$ cat config.mk
export PLATFORM = sky130hd
export DESIGN_NAME = instr_seq_ctrl
export DESIGN_NICKNAME = d
export VERILOG_FILES = /design/src/rtl/isc_pkg.sv /design/src/rtl/isc_seq_counter.sv /design/src/rtl/isc_op_decoder.sv /design/src/rtl/instr_seq_ctrl.sv
export SDC_FILE = /design/constraint.sdc
export NUM_CORES = 1
export LEC_CHECK = 0
export ABC_AREA = 0
export BUFFER_PORTS_ARGS = -buffer_cell sky130_fd_sc_hd__buf_2
export CORE_AREA = 2 2 90 92
export DETAILED_ROUTE_END_ITERATION = 16
export DIE_AREA = 0 0 92 94
export PLACE_DENSITY = 0.82
export SETUP_SLACK_MARGIN = 0.15
export SLEW_MARGIN = 20
export SYNTH_ARGS = -nofsm -noshare
export SYNTH_HDL_FRONTEND = slang
export SYNTH_SLANG_ARGS = --single-unit
$ cat constraint.sdc
create_clock -name clk -period 5 [get_ports clk]
set_input_delay 0.5 -clock clk [delete_from_list [all_inputs] [get_ports clk]]
set_output_delay 0.5 -clock clk [all_outputs]
set_load 0.05 [all_outputs]
$ cat src/rtl/isc_pkg.sv
`timescale 1ns/1ps
package isc_pkg;

    typedef enum logic [2:0] {
        BUS_NONE = 3'b000,
        BUS_AR   = 3'b001,
        BUS_PC   = 3'b010,
        BUS_DR   = 3'b011,
        BUS_AC   = 3'b100,
        BUS_IR   = 3'b101,
        BUS_TR   = 3'b110,
        BUS_MEM  = 3'b111
    } bus_src_e;

    typedef enum logic [3:0] {
        PH_FETCH_ADDR = 4'd0,
        PH_FETCH_WORD = 4'd1,
        PH_DECODE     = 4'd2,
        PH_RESOLVE    = 4'd3,
        PH_EXEC_A     = 4'd4,
        PH_EXEC_B     = 4'd5,
        PH_EXEC_C     = 4'd6
    } phase_e;

    localparam int OP_AND = 0;
    localparam int OP_ADD = 1;
    localparam int OP_LDA = 2;
    localparam int OP_STA = 3;
    localparam int OP_BUN = 4;
    localparam int OP_BSA = 5;
    localparam int OP_ISZ = 6;
    localparam int OP_EXT = 7;

endpackage

$ cat src/rtl/isc_seq_counter.sv
`timescale 1ns/1ps
module isc_seq_counter #(
    parameter int CNT_W = 4,
    localparam int NT = 1 << CNT_W
) (
    input  logic             clk,
    input  logic             rst_n,
    input  logic             clr,
    output logic [CNT_W-1:0] count,
    output logic [NT-1:0]    tdec
);

    always_ff @(posedge clk) begin
        if (!rst_n)   count <= '0;
        else if (clr) count <= '0;
        else          count <= count + 1'b1;
    end

    for (genvar g = 0; g < NT; g++) begin : g_tdec
        assign tdec[g] = (count == CNT_W'(g));
    end

    // advance or clear on each clock
    assert_sc_advance_R2: assert property (@(posedge clk) disable iff (!rst_n)
        !clr |=> count == $past(count) + 1'b1);
    assert_sc_clear_R2: assert property (@(posedge clk) disable iff (!rst_n)
        clr |=> count == '0);

endmodule

$ cat src/rtl/isc_op_decoder.sv
`timescale 1ns/1ps
module isc_op_decoder #(
    parameter int OPC_W = 3,
    localparam int ND = 1 << OPC_W
) (
    input  logic [OPC_W-1:0] opc,
    output logic [ND-1:0]    dline
);

    for (genvar g = 0; g < ND; g++) begin : g_dline
        assign dline[g] = (opc == OPC_W'(g));
    end

endmodule

$ cat src/rtl/instr_seq_ctrl.sv
`timescale 1ns/1ps
module instr_seq_ctrl
    import isc_pkg::*;
#(
    parameter int WORD_W = 16,
    parameter int ADDR_W = 12,
    parameter int SC_W   = 4,
    parameter int OPC_W  = 3,
    localparam int NT    = 1 << SC_W,
    localparam int ND    = 1 << OPC_W
) (
    input  logic              clk,
    input  logic              rst_n,
    input  logic [WORD_W-1:0] mem_rdata,
    input  logic [WORD_W-1:0] ac_in,
    output logic [ADDR_W-1:0] mem_addr,
    output logic [WORD_W-1:0] mem_wdata,
    output logic              mem_rd,
    output logic              mem_wr,
    output logic [2:0]        bus_sel,
    output logic [SC_W-1:0]   tstep,
    output logic [NT-1:0]     tsig,
    output logic              ar_ld,
    output logic              ar_inc,
    output logic              pc_ld,
    output logic              pc_inc,
    output logic              dr_ld,
    output logic              dr_inc,
    output logic              ir_ld,
    output logic              sc_clr,
    output logic              ac_and,
    output logic              ac_add,
    output logic              ac_lda,
    output logic              rr_exec,
    output logic              io_exec,
    output logic [ADDR_W-1:0] ir_field,
    output logic [WORD_W-1:0] dr_q,
    output logic [ADDR_W-1:0] pc_q,
    output logic [ADDR_W-1:0] ar_q
);

    localparam int OPC_LO = ADDR_W;
    localparam int IND_B  = WORD_W - 1;

    logic [WORD_W-1:0] ir_q;
    logic              ind_q;
    logic              i_ld;
    logic [ADDR_W-1:0] ar_val;
    logic [ND-1:0]     dline;
    logic              rd_op;
    bus_src_e          bus_e;
    phase_e            phase;

    isc_seq_counter #(.CNT_W(SC_W)) u_sc (
        .clk  (clk),
        .rst_n(rst_n),
        .clr  (sc_clr),
        .count(tstep),
        .tdec (tsig)
    );

    isc_op_decoder #(.OPC_W(OPC_W)) u_dec (
        .opc  (ir_q[OPC_LO +: OPC_W]),
        .dline(dline)
    );

    assign phase    = phase_e'(tstep);
    assign mem_addr = ar_q;
    assign ir_field = ir_q[ADDR_W-1:0];
    assign bus_sel  = bus_e;
    assign rd_op    = dline[OP_AND] | dline[OP_ADD] | dline[OP_LDA] | dline[OP_ISZ];

    // output process: strobes per phase
    always_comb begin
        mem_rd = 1'b0;  mem_wr = 1'b0;  mem_wdata = '0;
        ar_ld = 1'b0;   ar_inc = 1'b0;  ar_val = '0;
        pc_ld = 1'b0;   pc_inc = 1'b0;
        dr_ld = 1'b0;   dr_inc = 1'b0;
        ir_ld = 1'b0;   i_ld = 1'b0;    sc_clr = 1'b0;
        ac_and = 1'b0;  ac_add = 1'b0;  ac_lda = 1'b0;
        rr_exec = 1'b0; io_exec = 1'b0; bus_e = BUS_NONE;
        unique case (phase)
            PH_FETCH_ADDR: begin
                bus_e  = BUS_PC;
                ar_ld  = 1'b1;
                ar_val = pc_q;
            end
            PH_FETCH_WORD: begin
                bus_e  = BUS_MEM;
                mem_rd = 1'b1;
                ir_ld  = 1'b1;
                pc_inc = 1'b1;
            end
            PH_DECODE: begin
                bus_e  = BUS_IR;
                ar_ld  = 1'b1;
                ar_val = ir_q[ADDR_W-1:0];
                i_ld   = 1'b1;
            end
            PH_RESOLVE: begin
                if (dline[OP_EXT]) begin
                    rr_exec = ~ind_q;
                    io_exec = ind_q;
                    sc_clr  = 1'b1;
                end else if (ind_q) begin
                    bus_e  = BUS_MEM;
                    mem_rd = 1'b1;
                    ar_ld  = 1'b1;
                    ar_val = mem_rdata[ADDR_W-1:0];
                end
            end
            PH_EXEC_A: begin
                if (rd_op) begin
                    bus_e  = BUS_MEM;
                    mem_rd = 1'b1;
                    dr_ld  = 1'b1;
                end
                if (dline[OP_STA]) begin
                    bus_e     = BUS_AC;
                    mem_wr    = 1'b1;
                    mem_wdata = ac_in;
                    sc_clr    = 1'b1;
                end
                if (dline[OP_BUN]) begin
                    bus_e  = BUS_AR;
                    pc_ld  = 1'b1;
                    sc_clr = 1'b1;
                end
                if (dline[OP_BSA]) begin
                    bus_e     = BUS_PC;
                    mem_wr    = 1'b1;
                    mem_wdata = {{(WORD_W-ADDR_W){1'b0}}, pc_q};
                    ar_inc    = 1'b1;
                end
            end
            PH_EXEC_B: begin
                ac_and = dline[OP_AND];
                ac_add = dline[OP_ADD];
                ac_lda = dline[OP_LDA];
                if (dline[OP_AND] | dline[OP_ADD] | dline[OP_LDA]) sc_clr = 1'b1;
                if (dline[OP_BSA]) begin
                    bus_e  = BUS_AR;
                    pc_ld  = 1'b1;
                    sc_clr = 1'b1;
                end
                if (dline[OP_ISZ]) dr_inc = 1'b1;
            end
            PH_EXEC_C: begin
                if (dline[OP_ISZ]) begin
                    bus_e     = BUS_DR;
                    mem_wr    = 1'b1;
                    mem_wdata = dr_q;
                    pc_inc    = (dr_q == '0);
                end
                sc_clr = 1'b1;
            end
            default: sc_clr = 1'b1;
        endcase
    end

    // register process
    always_ff @(posedge clk) begin
        if (!rst_n) begin
            ar_q  <= '0;
            pc_q  <= '0;
            dr_q  <= '0;
            ir_q  <= '0;
            ind_q <= 1'b0;
        end else begin
            if (ar_ld)       ar_q <= ar_val;
            else if (ar_inc) ar_q <= ar_q + 1'b1;
            if (pc_ld)       pc_q <= ar_q;
            else if (pc_inc) pc_q <= pc_q + 1'b1;
            if (dr_ld)       dr_q <= mem_rdata;
            else if (dr_inc) dr_q <= dr_q + 1'b1;
            if (ir_ld)       ir_q <= mem_rdata;
            if (i_ld)        ind_q <= ir_q[IND_B];
        end
    end

    assert_fetch_pc_R3: assert property (@(posedge clk) disable iff (!rst_n)
        (phase == PH_FETCH_WORD) |=> pc_q == $past(pc_q) + 1'b1);
    assert_decode_ar_R3: assert property (@(posedge clk) disable iff (!rst_n)
        (phase == PH_DECODE) |=> ar_q == $past(ir_q[ADDR_W-1:0]));
    assert_indirect_ar_R4: assert property (@(posedge clk) disable iff (!rst_n)
        (phase == PH_RESOLVE && !dline[OP_EXT] && ind_q) |=> ar_q == $past(mem_rdata[ADDR_W-1:0]));
    assert_ext_end_R5: assert property (@(posedge clk) disable iff (!rst_n)
        (phase == PH_RESOLVE && dline[OP_EXT]) |=> tstep == '0);
    assert_bun_R8: assert property (@(posedge clk) disable iff (!rst_n)
        (phase == PH_EXEC_A && dline[OP_BUN]) |=> (pc_q == $past(ar_q) && tstep == '0));
    assert_bsa_ar_R9: assert property (@(posedge clk) disable iff (!rst_n)
        (phase == PH_EXEC_A && dline[OP_BSA]) |=> ar_q == $past(ar_q) + 1'b1);
    assert_isz_skip_R10: assert property (@(posedge clk) disable iff (!rst_n)
        (phase == PH_EXEC_C && dline[OP_ISZ] && dr_q == '0) |=> pc_q == $past(pc_q) + 1'b1);
    assert_rdwr_excl_R11: assert property (@(posedge clk) disable iff (!rst_n)
        !(mem_rd && mem_wr));
    assert_wr_window_R11: assert property (@(posedge clk) disable iff (!rst_n)
        mem_wr |-> (tstep == SC_W'(4) || tstep == SC_W'(6)));

endmodule

==> impl_metrics.sql, run 1 <==
INSERT INTO impl_metrics (metric_group, metric, value, unit) VALUES
('status', 'status', 'complete, no violations', ''),
('cells_and_area', 'num-fill-cells', '723', ''),
('cts', 'postCtsSetupRepairBufs', '0', ''),
('place', 'detailedPlacementHpwl', '9930', 'µm'),
('floorplanning', 'coreArea', '7610', 'µm²'),
('worst_setup_path', 'critPathArrivalTime', '3.66', 'ns'),
('worst_hold_path', 'hold_crit_class', 'in -> reg', ''),
('power', 'vdd_ir_drop_max', '0.500', 'mV'),
('global_route', 'grt_pass1_vias', '4386', ''),
('timing', 'timing.slew.headroom', '0.271', ''),
('yosys', 'synth.top_cell.area_share', '0.300', ''),
('place', 'finalWeightedCongestion', '0.905', ''),
('drt', 'drt-pass1-iter-count', '6', ''),
('timing', 'totalNegativeSetupSlack', '0', 'ns'),
('timing', 'fin_hold_ws', '0.401', 'ns'),
('yosys', 'netlist_area', '4070', 'µm²'),
('timing', 'hold_viol_final', '0', ''),
('yosys', 'yosys_reg_bits', '61', ''),
('timing', 'final_min_period_over_clock_period', '0.833', ''),
('power', 'leakage', '2.25', 'nW'),
('global_route', 'grtUsageMet1', '0.430', ''),
('yosys', 'synth_area_leader_cell', 'dfxtp_1', ''),
('global_route', 'grt_pass1_wl', '22400', 'µm'),
('run', 'maxCapViolCount', '0', ''),
('yosys', 'synth_edf_count', '0', ''),
('timing', 'setup_ws', '0.837', 'ns'),
('cts', 'clock_tree.root_cell', 'clkbuf_8', ''),
('drt', 'antenna_left', '0', ''),
('yosys', 'syn_inst', '542', ''),
('drt', 'dr_drc_count', '0', ''),
('global_route', 'grt_max_usage_layer', 'met2', ''),
('cts', 'clkSlewWorstSetupHoldPaths', '0.06', 'ns'),
('worst_setup_path', 'required', '4.50', 'ns'),
('yosys', 'avgSynthCellArea', '7.51', 'µm²'),
('worst_hold_path', 'hold-path-cell-count', '3', ''),
('cells_and_area', 'final_core_util', '0.632', ''),
('cts', 'cts.htree.levels', '3', ''),
('cells_and_area', 'post_route_cells_drive_above_1_share', '0.277', ''),
('cts', 'cts_tree', 'built', ''),
('floorplanning', 'initial_core_util', '0.535', ''),
('global_route', 'initial_antenna_violation_count', '0', ''),
('floorplanning', 'die_w', '92', 'µm'),
('worst_hold_path', 'min-delay-start', 'mem_rdata[13]', ''),
('timing', 'unrepaired_setup_endpoints_after_global_routing', 'no', ''),
('cells_and_area', 'area_growth_syn_to_layout', '18.0', '%'),
('global_route', 'grt_max_degree', '41', ''),
('worst_setup_path', 'r2r_start', 'u_sc.count[0]', ''),
('worst_setup_path', 'setup.worst_path.start_class', 'register', ''),
('drt', 'detail_route.wl_per_cell', '18.8', 'µm'),
('place', 'place_ws', '1.33', 'ns'),
('worst_setup_path', 'timing.reg2reg.worst_path_depth', '9', ''),
('worst_setup_path', 'worst-setup-path-type', 'reg -> out', ''),
('yosys', 'yosys_most_used_dff', 'dfxtp_1', ''),
('cts', 'cts_hold_buffers', '0', ''),
('cts', 'postcts_resize_cnt', '0', ''),
('global_route', 'gr-usage-met3', '0.0714', ''),
('worst_setup_path', 'cp-end-kind', 'output port', ''),
('cts', 'cts_inserted_buffers', '9', ''),
('timing', 'min_tclk_post_route', '4.16', 'ns'),
('yosys', 'synth_cell_type_count', '62', ''),
('drt', 'total_wirelength', '14000', 'µm'),
('cells_and_area', 'antennaDiodeCount', '0', ''),
('timing', 'worst_slew_pin_slew', '1.09', 'ns'),
('yosys', 'seq_area_frac_synth', '0.300', ''),
('cts', 'cts-root-to-sink-buffers', '2', ''),
('yosys', 'total_of_warnings_raised_by_yosys', '0', ''),
('yosys', 'ys_async_sr_fraction', '0', ''),
('timing', 'final_max_slew_viol_count', '0', ''),
('cts', 'clock-sinks', '61', ''),
('timing', 'clock.fmax', '240', 'MHz'),
('place', 'portBuffers', '151', '');
## layer usage
layer  share of wire  vias to the layer above
met2            0.46                      301
li1                -                     2150
met4           0.033                        0
met5               0                        -
met3            0.11                       43
met1            0.41                     2195
## worst paths after layout
path	end	slack, ns
setup / recovery	mem_wdata[4]	0.84
hold / removal	ir_q[13]	0.40
hold reg to reg	ir_q[15]	0.46
setup reg to reg	ar_q[8]	1.71
## cells in the mapped netlist (6+ instances only)
master,instances
nor2_1,32
buf_4,26
xnor2_1,11
a21oi_1,36
a31oi_1,12
nor4_1,8
ha_1,8
nand4_1,11
dfxtp_1,61
nand3_1,27
inv_1,31
a222oi_1,20
o21ai_0,22
and3_1,13
and2_1,12
nand2_1,64
clkbuf_1,30
buf_2,6
nor3_1,13
## metrics by stage
stage | instances | area, µm² | power [mW]
floorplan | 542 | 4070 | 1.69
global placement | 730 | 4610 | 1.91
detailed placement | 730 | 4610 | 1.93
CTS | 744 | 4810 | 2.38
global route | 744 | 4810 | 2.51
finish | 744 | 4810 | 2.39
## kinds of logic (layout without fill, tap and decap cells)
group	count (synthesis)	after routing	share of synthesized area
compound gates	137	137	0.237
flops	61	61	0.300
simple gates	216	216	0.273
buf+inv	99	199	0.119
xor+xnor	16	16	0.0344
mux	5	5	0.0126
fa+ha+maj	8	8	0.0246
## worst max-delay path, stage by stage, from the launching register on
cell and delay (ns):
dfxtp_1 0.36, inv_1 0.11, ha_1 0.65, nand2_1 0.22, inv_1 0.18, nand3_1 0.38
inv_1 0.77, a222oi_1 0.28, inv_1 0.10, buf_2 0.26
## cells in the final DEF, fill, tap and decap left out, types with 13 or more instances in the layout
cell type  count
o21ai_0       22
dfxtp_1       61
nand3_1       27
a222oi_1      20
nor2_1        32
nand2_1       64
inv_1         31
buf_2        151
and3_1        13
a21oi_1       36
## flip-flops by register name, summed over array words and instances, names as in the netlist
register / cells
ar_q: 12
dr_q: 16
ind_q: 1
ir_q: 16
pc_q: 12
u_sc.count: 4
## final cells by class
type | count | area, µm² | area share
Clock inverter | 1 | 30.0 | 0.00625
Clock buffer | 13 | 169 | 0.0351
Sequential cell | 61 | 1220 | 0.254
Timing Repair Buffer | 152 | 763 | 0.159
Multi-Input combinational cell | 382 | 2370 | 0.493
Inverter | 33 | 124 | 0.0258
Tap cell | 102 | 128 | 0.0266
## where the power goes
group / internal, mW / leakage [nW] / switching [mW]
clock network: 0.266 / 0.102 / 0.191
registers: 0.558 / 0.494 / 0.127
logic: 0.281 / 1.65 / 0.967
(Power assumes the default switching activity.)
==> run 2, diff against run 1 <==
--- a/config.mk
+++ b/config.mk
@@ -7,10 +7,10 @@
 export LEC_CHECK = 0
 export ABC_AREA = 0
 export BUFFER_PORTS_ARGS = -buffer_cell sky130_fd_sc_hd__buf_2
-export CORE_AREA = 2 2 90 92
+export CORE_AREA = 2 2 94 96
 export DETAILED_ROUTE_END_ITERATION = 16
-export DIE_AREA = 0 0 92 94
-export PLACE_DENSITY = 0.82
+export DIE_AREA = 0 0 96 98
+export PLACE_DENSITY = 0.76
 export SETUP_SLACK_MARGIN = 0.15
 export SLEW_MARGIN = 20
 export SYNTH_ARGS = -nofsm -noshare
==> constraint.sdc (replaced) <==
create_clock -name clk -period 3.94 [get_ports clk]
set_input_delay 0.394 -clock clk [delete_from_list [all_inputs] [get_ports clk]]
set_output_delay 0.394 -clock clk [all_outputs]
set_load 0.05 [all_outputs]
==> run 2 against run 1 <==
  * Clock power rose by 46%
  * Non-clock buffer count rose by 5
  * Final area rose by 1.5%
  * Via count fell by 0.34%
  * Worst hold slack got worse by 0.12 ns
  * Setup slack got worse by 0.19 ns
  * Critical path depth did not move
  * Cell count rose by 1.7%
  * First-iteration DRC count fell by 8.5%
  * Register-to-register slack got worse by 0.46 ns
  * Critical path type unchanged
  * Highest routed layer unchanged
==> impl_metrics.sql, run 2 (synthesis gave the netlist of run 1 again) <==
INSERT INTO impl_metrics (metric_group, metric, value, unit) VALUES
('status', 'status', 'complete, no violations', ''),
('worst_setup_path', 'cp-end-kind', 'output port', ''),
('worst_setup_path', 'r2r_slack', '1.25', 'ns'),
('cts', 'postCtsSetupRepairBufs', '0', ''),
('cts', 'insertion_delay', '0.36', 'ns'),
('cells_and_area', 'biggestRegsByFlops', 'dr_q: 16 flops, ir_q: 16 flops', ''),
('drt', 'total_wirelength', '14200', 'µm'),
('timing', 'totalNegativeSetupSlack', '0', 'ns'),
('drt', 'antenna_left', '0', ''),
('worst_setup_path', 'worst_r2r_end', 'pc_q[9]', ''),
('worst_setup_path', 'timing.reg2reg.worst_path_depth', '7', ''),
('floorplanning', 'initial_core_util', '0.481', ''),
('worst_setup_path', 'r2r_start', 'u_sc.count[1]', ''),
('power', 'leakage', '2.28', 'nW'),
('timing', 'fin_hold_ws', '0.280', 'ns'),
('drt', 'via_count', '4673', ''),
('timing', 'setup_ws', '0.650', 'ns'),
('cts', 'cts_hold_buffers', '0', ''),
('timing', 'hold_viol_final', '0', ''),
('power', 'vdd_ir_drop_max', '0.716', 'mV'),
('floorplanning', 'io_pins', '152', ''),
('worst_setup_path', 'critPathLaunch', 'u_sc.count[3]', ''),
('timing', 'final_max_slew_viol_count', '0', ''),
('global_route', 'initial_antenna_violation_count', '0', ''),
('place', 'finalWeightedCongestion', '0.950', ''),
('place', 'portBuffers', '151', ''),
('worst_setup_path', 'critPathArrivalTime', '2.90', 'ns'),
('floorplanning', 'coreArea', '8470', 'µm²'),
('drt', 'drt-pass1-iter-count', '10', ''),
('power', 'power_density', '643', 'nW/µm²'),
('worst_setup_path', 'crit_path_max_fanout', '15', ''),
('cells_and_area', 'post_layout_nonfiller_instances', '757', ''),
('timing', 'final_min_period_over_clock_period', '0.835', ''),
('place', 'place_ws', '1.14', 'ns'),
('timing', 'unrepaired_setup_endpoints_after_global_routing', 'no', ''),
('run', 'maxCapViolCount', '0', ''),
('timing', 'worst_slew_pin_slew', '1.08', 'ns'),
('worst_setup_path', 'worst-setup-path-type', 'reg -> out', ''),
('place', 'place_inst', '741', ''),
('cts', 'clkSlewWorstSetupHoldPaths', '0.08', 'ns'),
('place', 'detailedPlacementHpwl', '10100', 'µm'),
('floorplanning', 'design.die.area', '9410', 'µm²'),
('cells_and_area', 'antennaDiodeCount', '0', ''),
('drt', 'detail_route.wl_per_cell', '18.8', 'µm'),
('worst_setup_path', 'setup.worst_path.start_class', 'register', ''),
('floorplanning', 'chipHeight', '98', 'µm'),
('drt', 'vias_per_cell', '6.17', ''),
('cts', 'cts-root-to-sink-buffers', '2', ''),
('global_route', 'grt_pass1_vias', '4134', ''),
('timing', 'clock.fmax', '304', 'MHz'),
('drt', 'initialDrtViolationCount', '518', ''),
('cts', 'cts_inserted_buffers', '9', ''),
('worst_setup_path', 'required', '3.55', 'ns'),
('timing', 'timing.slew.headroom', '0.277', ''),
('cells_and_area', 'post_route_cells_drive_above_1_share', '0.287', ''),
('power', 'totalPowerFinal', '3.14', 'mW'),
('timing', 'worst_clock_skew', '0.0127', 'ns'),
('floorplanning', 'num_rows', '34', ''),
('cts', 'clock-sinks', '61', ''),
('drt', 'dr_drc_count', '0', ''),
('global_route', 'grt_pass1_wl', '21700', 'µm'),
('floorplanning', 'die_w', '96', 'µm'),
('worst_hold_path', 'hold_crit_class', 'in -> reg', ''),
('cts', 'clock_tree.root_cell', 'clkbuf_8', ''),
('timing', 'final-setup-viol-count', '0', ''),
('cts', 'cts_tree', 'built', ''),
('timing', 'min_tclk_post_route', '3.29', 'ns'),
('cells_and_area', 'mostFrequentLayoutCell', 'buf_2', ''),
('cells_and_area', 'nets_final', '686', ''),
('global_route', 'overflow', '0', ''),
('global_route', 'grt_use_total', '0.298', ''),
('worst_setup_path', 'crit_path_end', 'mem_wdata[4]', ''),
('cells_and_area', 'final_cell_mix', 'buf_2, nand2_1, dfxtp_1', ''),
('cells_and_area', 'area_growth_syn_to_layout', '19.9', '%'),
('cts', 'postcts_resize_cnt', '0', ''),
('global_route', 'grt_max_degree', '41', ''),
('cts', 'cts.htree.levels', '3', '');
-- run 2: cell count changes in the layout (fill, tap and decap cells not counted), sizes merged --
cell and delta:
buf +5, inv +4, clkinv +1, clkbuf -4, bufinv +1
-- run 2: routing by layer --
layer | part of all wire | track usage | wire (µm) | vias to the layer above
li1 | - | - | - | 2167
met1 | 0.40 | 0.397 | 5710 | 2209
met2 | 0.48 | 0.479 | 6840 | 271
met3 | 0.10 | 0.0633 | 1420 | 26
met4 | 0.019 | 0.0912 | 267 | 0
met5 | 0 | 0 | 0 | -
-- run 2: report_power, final --
group | total [mW] | switching, mW | internal (mW)
Combinational | 1.60 | 1.24 | 0.365
Clock | 0.665 | 0.299 | 0.366
Sequential | 0.869 | 0.162 | 0.708
-- run 2: worst max-delay path: stages (launching register included) --
cell      delay, ns
dfxtp_1        0.63
and2b_1        0.29
nand2_1        0.14
inv_1          0.10
nand3_1        0.09
buf_4          0.19
inv_1          0.28
a222oi_1       0.53
inv_1          0.07
buf_2          0.22
-- run 2: worst min path at each step --
stage / from / endpoint / slack, ns / depth (start not counted)
CTS: mem_rdata[13] / ir_q[13] / 0.28 / 3
finish: mem_rdata[13] / ir_q[13] / 0.28 / 3
global placement: u_sc.count[0] / u_sc.count[0] / 0.47 / 1
floorplan: ir_q[15] / ir_q[15] / 0.44 / 2
global route: mem_rdata[12] / ir_q[12] / 0.30 / 3
detailed placement: ir_q[0] / ir_q[0] / 0.47 / 2
-- run 2: cell type report --
type	instances	area (µm²)
fill	810	3590
sequential	61	1220
tap	108	135
multi-input combinational	382	2370
clock inverter	7	104
clock buffer	9	124
inverter	33	124
timing repair buffer	157	801
-- run 2: per-stage QoR --
stage               area (µm²)   util
floorplan                 4070      -
global placement          4650  0.550
detailed placement        4650  0.550
CTS                       4880  0.576
global route              4880  0.576
finish                    4880  0.576
==> run 3, diff against run 2 <==
==> constraint.sdc (replaced) <==
create_clock -name clk -period 3.2 [get_ports clk]
set_input_delay 0.32 -clock clk [delete_from_list [all_inputs] [get_ports clk]]
set_output_delay 0.32 -clock clk [all_outputs]
set_load 0.05 [all_outputs]
==> run 3 against run 2 <==
  * Global-route usage fell by 0.32 points
  * First-iteration DRC count shrank 15%
  * Via count down 0.15%
  * Sequential cell count is the same
  * Sequential share of layout area is 0.058 points lower
  * Die area did not move
  * Non-clock buffer count rose by 5
  * Cell count rose by 0.53%
  * Clock-buffer cell count is 2 higher
  * Critical path type unchanged
  * Critical endpoint is now bus_sel[1]
  * Highest routed layer unchanged
==> impl_metrics.sql, run 3 (synthesis gave the netlist of run 1 again) <==
INSERT INTO impl_metrics (metric_group, metric, value, unit) VALUES
('cts', 'cts_inserted_buffers', '9', ''),
('cts', 'clock-sinks', '61', ''),
('drt', 'dr.max_layer_used', 'met4', ''),
('worst_hold_path', 'hold_crit_class', 'in -> reg', ''),
('cells_and_area', 'post_route_cells_drive_above_1_share', '0.300', ''),
('drt', 'via_count', '4666', ''),
('timing', 'unrepaired_setup_endpoints_after_global_routing', 'no', ''),
('floorplanning', 'die_w', '96', 'µm'),
('floorplanning', 'design.die.area', '9410', 'µm²'),
('drt', 'drt-pass1-iter-count', '6', ''),
('cts', 'clock_tree.root_cell', 'clkbuf_8', ''),
('drt', 'antenna_left', '0', ''),
('drt', 'detailroute.wirelength.met2', '6580', 'µm'),
('drt', 'detail_route.wl_per_cell', '18.6', 'µm'),
('place', 'finalWeightedCongestion', '0.965', ''),
('cells_and_area', 'mostFrequentLayoutCell', 'buf_2', ''),
('worst_setup_path', 'critPathArrivalTime', '2.56', 'ns'),
('global_route', 'grt_max_degree', '40', ''),
('cts', 'cts-root-to-sink-buffers', '2', ''),
('floorplanning', 'initial_core_util', '0.481', ''),
('timing', 'final-setup-viol-count', '0', ''),
('status', 'status', 'complete, no violations', ''),
('global_route', 'overflow', '0', ''),
('global_route', 'grt_pass1_vias', '4206', ''),
('timing', 'worst_clock_skew', '0.00921', 'ns'),
('floorplanning', 'num_rows', '34', ''),
('floorplanning', 'io_pins', '152', ''),
('timing', 'worst_slew_pin_slew', '0.658', 'ns'),
('cts', 'postCtsSetupRepairBufs', '0', ''),
('drt', 'vias_per_cell', '6.13', ''),
('global_route', 'grt_pass1_wl', '21700', 'µm'),
('floorplanning', 'coreArea', '8470', 'µm²'),
('power', 'leakage', '2.29', 'nW'),
('timing', 'final_min_period_over_clock_period', '0.901', ''),
('worst_setup_path', 'cp-end-kind', 'output port', ''),
('timing', 'min_tclk_post_route', '2.88', 'ns'),
('drt', 'dr_drc_count', '0', ''),
('power', 'totalPowerFinal', '3.77', 'mW'),
('cts', 'clkSlewWorstSetupHoldPaths', '0.06', 'ns'),
('worst_setup_path', 'worst-setup-path-type', 'reg -> out', ''),
('cts', 'insertion_delay', '0.33', 'ns'),
('drt', 'total_wirelength', '14100', 'µm'),
('place', 'portBuffers', '151', ''),
('drt', 'met3WireLength', '1190', 'µm'),
('cts', 'cts_hold_buffers', '0', ''),
('cells_and_area', 'num-fill-cells', '814', ''),
('run', 'maxCapViolCount', '0', ''),
('timing', 'totalNegativeSetupSlack', '0', 'ns'),
('cells_and_area', 'final_cell_mix', 'buf_2, nand2_1, dfxtp_1', ''),
('cells_and_area', 'biggestRegsByFlops', 'dr_q: 16 flops, ir_q: 16 flops', ''),
('timing', 'hold_viol_final', '0', ''),
('worst_setup_path', 'required', '2.88', 'ns'),
('place', 'detailedPlacementHpwl', '10300', 'µm'),
('timing', 'final_max_slew_viol_count', '0', ''),
('cells_and_area', 'area_growth_syn_to_layout', '20.5', '%'),
('timing', 'timing.slew.headroom', '0.561', ''),
('timing', 'clock.fmax', '347', 'MHz'),
('worst_setup_path', 'setup.worst_path.start_class', 'register', ''),
('global_route', 'grt_use_total', '0.295', ''),
('drt', 'detail_route.wirelength.met1', '5980', 'µm'),
('cts', 'cts.htree.levels', '3', ''),
('floorplanning', 'chipHeight', '98', 'µm'),
('cells_and_area', 'antennaDiodeCount', '0', ''),
('cts', 'cts_tree', 'built', ''),
('power', 'power_density', '769', 'nW/µm²'),
('power', 'vdd_ir_drop_max', '0.641', 'mV'),
('cells_and_area', 'nets_final', '691', ''),
('global_route', 'initial_antenna_violation_count', '0', ''),
('worst_setup_path', 'crit_path_max_fanout', '15', ''),
('drt', 'initialDrtViolationCount', '438', '');
## run 3: metrics by stage
step                      instance area (µm²)  cells  hold slack [ns]  setup WS [ns]   util
after floorplan                          4090    542            0.437         0.0691      -
after global placement                   4710    746            0.445          0.619  0.556
after detailed placement                 4710    746            0.458          0.560  0.556
after CTS                                4900    761            0.247          0.185  0.579
after global routing                     4910    761            0.249          0.158  0.580
final                                    4910    761            0.256          0.316  0.580
## run 3: worst paths after layout
check	start	end	slack (ns)	cells after the start
setup / recovery	u_sc.count[3]	bus_sel[1]	0.32	7
hold / removal	mem_rdata[13]	ir_q[13]	0.26	3
setup reg to reg	u_sc.count[1]	pc_q[11]	0.61	7
hold reg to reg	ir_q[15]	ir_q[15]	0.46	2
## run 3: area by class of cell
cell class	count	area, µm²	area share
clock buffers	11	151	0.0309
clock inverters	4	47.5	0.00969
repair buffers	162	838	0.171
flip-flops and latches	61	1220	0.250
well taps	108	135	0.0275
multi-input cells	382	2380	0.485
inverters	33	128	0.0260
## run 3: where the power goes
group | internal, mW | switching [mW]
registers | 0.875 | 0.197
logic | 0.470 | 1.53
clock network | 0.395 | 0.306
## run 3: repair_timing
action / 4_1_cts / 5_1_grt
setup endpoints to repair: 0 / 12
hold endpoints to repair: 0 / 0
gates resized for setup: 0 / 1
## run 3: layer usage
layer	GRT usage	vias up
li1	-	2173
met1	0.413	2209
met2	0.455	253
met3	0.0478	31
met4	0.102	0
met5	0	-
## run 3: worst max-delay path: stages, from the launching register on
cell,delay (ns)
dfxtp_2,0.46
and2b_1,0.26
nand2_1,0.18
clkinvlp_4,0.14
nand3_1,0.12
inv_1,0.27
or4_4,0.59
buf_2,0.23
